===== src/rtl/flk_pkg.sv =====
package flk_pkg;
  typedef enum logic [1:0] {
    OP_ERASE = 2'd0,
    OP_WRITE = 2'd1,
    OP_MASS  = 2'd2,
    OP_RSVD  = 2'd3
  } flk_op_e;
endpackage


===== src/rtl/flk_loader.sv =====
// Fetches the protection bytes after reset, keeps the permit bits and the debug bit.
module flk_loader #(
  parameter int ADDR_W     = 16,
  parameter int LOCK_BYTES = 16,
  parameter int PAGES_MAX  = 64
) (
  input  logic                 clk,
  input  logic                 rst,
  output logic                 rd_req,
  output logic [ADDR_W-1:0]    rd_addr,
  input  logic [7:0]           rd_data,
  input  logic                 rd_valid,
  output logic [PAGES_MAX-1:0] page_bits,
  output logic                 dbg_bit,
  output logic                 ready
);
  localparam int IDX_W      = $clog2(LOCK_BYTES);
  localparam int PAGE_BYTES = (PAGES_MAX + 7) / 8;
  localparam logic [ADDR_W-1:0] BASE = ADDR_W'((1 << ADDR_W) - LOCK_BYTES);
  localparam logic [IDX_W-1:0]  LAST = IDX_W'(LOCK_BYTES - 1);

  logic [IDX_W-1:0]        idx;
  logic [8*PAGE_BYTES-1:0] page_q;
  logic                    take;

  assign take = rd_req && rd_valid;

  always_ff @(posedge clk) begin
    if (rst) begin
      rd_req  <= 1'b0;
      idx     <= '0;
      ready   <= 1'b0;
      dbg_bit <= 1'b0;
    end else begin
      if (!ready && !rd_req) rd_req <= 1'b1;
      if (take) begin
        if (idx == LAST) begin
          dbg_bit <= rd_data[7];
          ready   <= 1'b1;
          rd_req  <= 1'b0;
        end else begin
          idx <= idx + 1'b1;
        end
      end
    end
  end

  // one byte lane per permit byte
  for (genvar k = 0; k < PAGE_BYTES; k++) begin : g_lane
    always_ff @(posedge clk) begin
      if (rst) page_q[8*k +: 8] <= 8'h00;
      else if (take && idx == IDX_W'(k)) page_q[8*k +: 8] <= rd_data;
    end
  end

  assign rd_addr   = BASE + ADDR_W'(idx);
  assign page_bits = page_q[PAGES_MAX-1:0];

  a_r1_ready_sticky: assert property (@(posedge clk) disable iff (rst)
    ready |=> ready);
  a_r1_quiet_when_ready: assert property (@(posedge clk) disable iff (rst)
    ready |-> !rd_req);
  a_r1_addr_held: assert property (@(posedge clk) disable iff (rst)
    (rd_req && !rd_valid) |=> $stable(rd_addr));
endmodule


===== src/rtl/flk_pagemap.sv =====
// Turns the upper address bits into a page number for the chosen page size.
module flk_pagemap #(
  parameter int PW = 6
) (
  input  logic          big_pages,
  input  logic [PW-1:0] hi_addr,
  output logic [PW-1:0] page,
  output logic          is_top
);
  localparam logic [PW-1:0] TOP_SMALL = {PW{1'b1}};
  localparam logic [PW-1:0] TOP_BIG   = {1'b0, {(PW-1){1'b1}}};

  always_comb begin
    if (big_pages) begin
      page   = {1'b0, hi_addr[PW-1:1]};
      is_top = (page == TOP_BIG);
    end else begin
      page   = hi_addr;
      is_top = (page == TOP_SMALL);
    end
  end
endmodule


===== src/rtl/flk_decide.sv =====
// Grant decision for one command.
module flk_decide
  import flk_pkg::*;
#(
  parameter int PW = 6
) (
  input  flk_op_e            op,
  input  logic [PW-1:0]      page,
  input  logic               is_top,
  input  logic [2**PW-1:0]   page_bits,
  input  logic               dbg_mode,
  input  logic               ready,
  output logic               grant
);
  always_comb begin
    grant = 1'b0;
    if (ready) begin
      unique case (op)
        OP_ERASE, OP_WRITE: grant = is_top ? dbg_mode : page_bits[page];
        OP_MASS:            grant = dbg_mode;
        default:            grant = 1'b0;
      endcase
    end
  end
endmodule


===== src/rtl/flk_gate.sv =====
module flk_gate
  import flk_pkg::*;
#(
  parameter int ADDR_W     = 16,
  parameter int SMALL_LG   = 10,
  parameter int LOCK_BYTES = 16
) (
  input  logic              clk,
  input  logic              rst,
  input  logic              page_2k,
  input  logic              dbg_mode,
  input  logic              cmd_valid,
  input  logic [1:0]        cmd_op,
  input  logic [ADDR_W-1:0] cmd_addr,
  output logic              rd_req,
  output logic [ADDR_W-1:0] rd_addr,
  input  logic [7:0]        rd_data,
  input  logic              rd_valid,
  output logic              fc_start,
  output logic [1:0]        fc_op,
  output logic [ADDR_W-1:0] fc_addr,
  output logic              cmd_err,
  output logic              lock_ready,
  output logic              dbg_ignore
);
  localparam int PW        = ADDR_W - SMALL_LG;
  localparam int PAGES_MAX = 2 ** PW;

  logic [PAGES_MAX-1:0] page_bits;
  logic                 dbg_bit;
  logic [PW-1:0]        page;
  logic                 top_hit;
  logic                 grant;

  flk_loader #(.ADDR_W(ADDR_W), .LOCK_BYTES(LOCK_BYTES), .PAGES_MAX(PAGES_MAX)) u_load (
    .clk(clk), .rst(rst), .rd_req(rd_req), .rd_addr(rd_addr), .rd_data(rd_data),
    .rd_valid(rd_valid), .page_bits(page_bits), .dbg_bit(dbg_bit), .ready(lock_ready)
  );

  flk_pagemap #(.PW(PW)) u_map (
    .big_pages(page_2k), .hi_addr(cmd_addr[ADDR_W-1:SMALL_LG]),
    .page(page), .is_top(top_hit)
  );

  flk_decide #(.PW(PW)) u_dec (
    .op(flk_op_e'(cmd_op)), .page(page), .is_top(top_hit), .page_bits(page_bits),
    .dbg_mode(dbg_mode), .ready(lock_ready), .grant(grant)
  );

  always_ff @(posedge clk) begin
    if (rst) begin
      fc_start   <= 1'b0;
      cmd_err    <= 1'b0;
      fc_op      <= 2'd0;
      fc_addr    <= '0;
      dbg_ignore <= 1'b1;
    end else begin
      fc_start   <= cmd_valid && grant;
      cmd_err    <= cmd_valid && !grant;
      dbg_ignore <= !(lock_ready && dbg_bit);
      if (cmd_valid) begin
        fc_op   <= cmd_op;
        fc_addr <= cmd_addr;
      end
    end
  end

  a_r3_one_outcome: assert property (@(posedge clk) disable iff (rst)
    cmd_valid |=> (fc_start != cmd_err));
  a_r3_no_spurious: assert property (@(posedge clk) disable iff (rst)
    !cmd_valid |=> (!fc_start && !cmd_err));
  a_r2_grant_needs_ready: assert property (@(posedge clk) disable iff (rst)
    fc_start |-> lock_ready);
  a_r7_mass_needs_debug: assert property (@(posedge clk) disable iff (rst)
    (fc_start && fc_op == 2'd2) |-> $past(dbg_mode));
  a_r8_reserved_never: assert property (@(posedge clk) disable iff (rst)
    fc_start |-> (fc_op != 2'd3));
  a_r5_top_needs_debug: assert property (@(posedge clk) disable iff (rst)
    (fc_start && fc_op != 2'd2 && $past(top_hit)) |-> $past(dbg_mode));
  a_r10_addr_forward: assert property (@(posedge clk) disable iff (rst)
    cmd_valid |=> (fc_addr == $past(cmd_addr) && fc_op == $past(cmd_op)));
endmodule


===== config.mk =====
export PLATFORM = sky130hd
export DESIGN_NAME = flk_gate
export DESIGN_NICKNAME = d
export VERILOG_FILES = /design/src/rtl/flk_pkg.sv /design/src/rtl/flk_loader.sv /design/src/rtl/flk_pagemap.sv /design/src/rtl/flk_decide.sv /design/src/rtl/flk_gate.sv
export SDC_FILE = /design/constraint.sdc
export NUM_CORES = 1
export LEC_CHECK = 0
export ABC_AREA = 1
export CORE_UTILIZATION = 39
export CTS_CLUSTER_SIZE = 16
export DETAILED_ROUTE_END_ITERATION = 8
export HOLD_SLACK_MARGIN = 0.08
export SLEW_MARGIN = 5
export SYNTH_ARGS = -nofsm -noshare
export SYNTH_HDL_FRONTEND = slang
export SYNTH_HIERARCHICAL = 1
export SYNTH_SLANG_ARGS = --single-unit

===== constraint.sdc =====
create_clock -name clk -period 2 [get_ports clk]
set_input_delay 0.2 -clock clk [delete_from_list [all_inputs] [get_ports clk]]
set_output_delay 0.2 -clock clk [all_outputs]
set_load 0.03 [all_outputs]

==> out/qor.yml <==
placement:
  place_congestion: 0.791
  port_buffers: 58
  dp_slack_ps: -341
  place.detailed.hpwl_um: 7490
  dp_cells: 845
cells_and_area:
  fill_cells: 1115
  area_growth_pct: 25.1
  final_nets: 756
  layout.cells.non_filler: 864
  utilization_pct: 50.7
  n_antenna_cell: 0
  drive_above_1_share_pct: 11.0
floorplan:
  initial_core_util_pct: 40.5
  coreArea_mm2: 0.0109
  dieArea_mm2: 0.0118
  dieWidth_um: 109
  rows: 38
  die_h_um: 109
  ios: 71
clocking:
  cts_tree: "yes"
  htree_levels: 3
  holdBufCountCts: 0
  cts_buffer_depth: 2
  clk_latency_ps: 340
  clock_sink_count: 92
  cts_made_buffers: 9
  clk_pin_slew_ps: 60
  cts-root-buf: "clkbuf_16"
critical_path:
  cp.arrival_ps: 2040
  endpoint_kind: "register"
  worst-path-max-fanout: 8
  critPathTopFamily: "simple AND/OR/NAND/NOR gates"
  worstPathCellList: "clkdlybuf4s50_1, nand2_1, nand2_2, buf_12, buf_4, nand3_1, nand3_1, nand2_1, nand2_1, nand3_1, nand3_1, nand2_1, nand2_1, a21oi_2, nand2_1, nor2_1"
  path_buf_inv: 3
  critPathMaxStageDelay_ps: 450
  worst-endpoint-required_ps: 2280
  slowest_stage: "clkdlybuf4s50_1"
  path_class: "in2reg"
  cp-start-kind: "input port"
  crit_top_cell: "nand2_1"
timing:
  fin_crit_sh_pct: 88.0
  slew_headroom_pct: 62.5
  skew_ps: 8.01
  finalSetupViolCount: 0
  rsz0062_at_grt: "no"
  whs_ps: 221
  max_freq_mhz: 568
  worst_slew_pin_slew_ps: 561
  drv_slew: 0
  layout_setup_ws_ps: 239
  fin_crit_ps: 1760
  hold_viol_final: 0
synthesis:
  yosysSeqAreaShare_pct: 41.5
  synthTopCellsByArea: "dfxtp_1, nor2_1, nand2_1, o21ai_0, nand3_1"
  yosysTopAreaCell: "dfxtp_1"
  synth_top_area_share_pct: 41.5
  ys_ff_latch: 92
  dominantRegCellSynth: "dfxtp_1"
  syn_area_mm2: 0.00443
  synth_warnings: 6
  synth_most_common_cell: "nor2_1"
  synth_common_cells: "nor2_1, nand2_1, dfxtp_1, o21ai_0, nand3_1"
  syn_inst: 653
  synthArstFlopShare_pct: 0
  synth_edf_count: 0
  synth_area_per_cell_um2: 6.79
  synth_cell_types: 29
power:
  total_leakage_power_nw: 2.39
  peakVddDrop_v: 0.000355
  powerDensity_mw_per_mm2: 783
global_route:
  grt_pass1_vias: 3689
  grt_pass1_wl_um: 18300
  grt_usage_pct: 20.3
  grt_util_met1_pct: 26.4
  grt_max_degree: 71
  grt_antenna_before_repair: 0
  grt.busiest_layer: "met2"
  overflow: 0
  use_met3_pct: 3.29
  use_met2_pct: 34.1
routing:
  drt_iter0_drc: 202
  routed_wirelength_um: 11400
  drtPass1Iterations: 5
  ant_nets: 0
  via_count: 4118
  drcViolationCount: 0
  via_per_inst: 4.77
  routedWlPerCell_um: 13.2
worst_hold_path:
  hp-class: "in2reg"
job:
  drv_cap: 0
status:
  status: "completed"
-- layout make-up --
| type | count | area [µm²] | share of cell area (%) |
|---|---|---|---|
| Multi-Input combinational cell | 482 | 2120 | 38.2 |
| Sequential cell | 92 | 1840 | 33.2 |
| Timing Repair Buffer | 81 | 862 | 15.5 |
| Clock buffer | 11 | 253 | 4.56 |
| Inverter | 54 | 246 | 4.44 |
| Tap cell | 140 | 175 | 3.16 |
| Clock inverter | 4 | 48.8 | 0.880 |
-- power breakdown --
group          leakage (nW)  internal [mW]  switching (mW)
Combinational          1.49          0.278           0.406
Sequential            0.749           1.89          0.0323
Clock                 0.151           1.03           0.712
Total                  2.39           3.19            1.15
-- sequential cells by signal (all words and copies together), names as in the netlist --
signal and count:
u_load/rd_req 1, cmd_err 1, u_load/page_bits 64, fc_addr 16, u_load/dbg_bit 1, fc_start 1
u_load/ready 1, dbg_ignore 1, fc_op 2, u_load/idx 4
-- cells in the final DEF (no fill, tap or decap), types with 2 or more instances in the layout --
master             n
nor2_1           179
nand2_1          123
dfxtp_1           92
o21ai_0           71
nand3_1           56
clkdlybuf4s50_1   55
inv_1             42
nand2_2           21
buf_4             15
conb_1            12
clkbuf_16         11
clkinv_2          10
buf_12             5
nor2_2             5
ha_1               4
dlymetal6s2s_1     3
a21oi_1            3
clkbuf_8           2
inv_2              2
-- what timing repair did --
item,CTS,global route
resized for setup,0,9
endpoints found under the setup margin,0,2
buffers inserted,0,2
-- cell families after synthesis --
family,count (synthesis),synth area share [%]
compound gates,77,8.83
flops,92,41.5
fa+ha+maj,4,1.13
simple gates,389,36.7
other cells,1,0.0846
buf+inv,90,11.7
-- per-layer routing --
| metal | vias to the layer above | share of wire [%] |
|---|---|---|
| met2 | 92 | 49 |
| met4 | 0 | 1.5 |
| met3 | 17 | 3.9 |
| met5 | - | 0 |
| li1 | 2150 | - |
| met1 | 1859 | 45 |
-- per-stage QoR --
stage                     cell area (µm²)  setup TNS [ps]  total power, mW
after floorplan                      4480               0             2.39
after global placement               5150            -601             2.61
after detailed placement             5150            -637             2.62
after CTS                            5450               0             4.35
after global routing                 5550               0             4.54
final                                5550               0             4.34
-- final timing paths --
| path | start | end | slack, ps | cells past startpoint |
|---|---|---|---|---|
| setup / recovery | cmd_addr[12] | fc_start | 240 | 16 |
| hold / removal | cmd_addr[10] | fc_addr[10] | 220 | 5 |
| setup reg to reg | u_load/idx[0] | u_load/page_bits[0] | 450 | 8 |
| hold reg to reg | u_load/dbg_bit | dbg_ignore | 410 | 1 |
-- tightest hold or removal path: stages --
cell and delay (ps):
dlymetal6s2s_1 140, inv_1 50, nand2_1 40, nand2_1 50, nor2_1 40
Power figures use the tool's default switching activity.
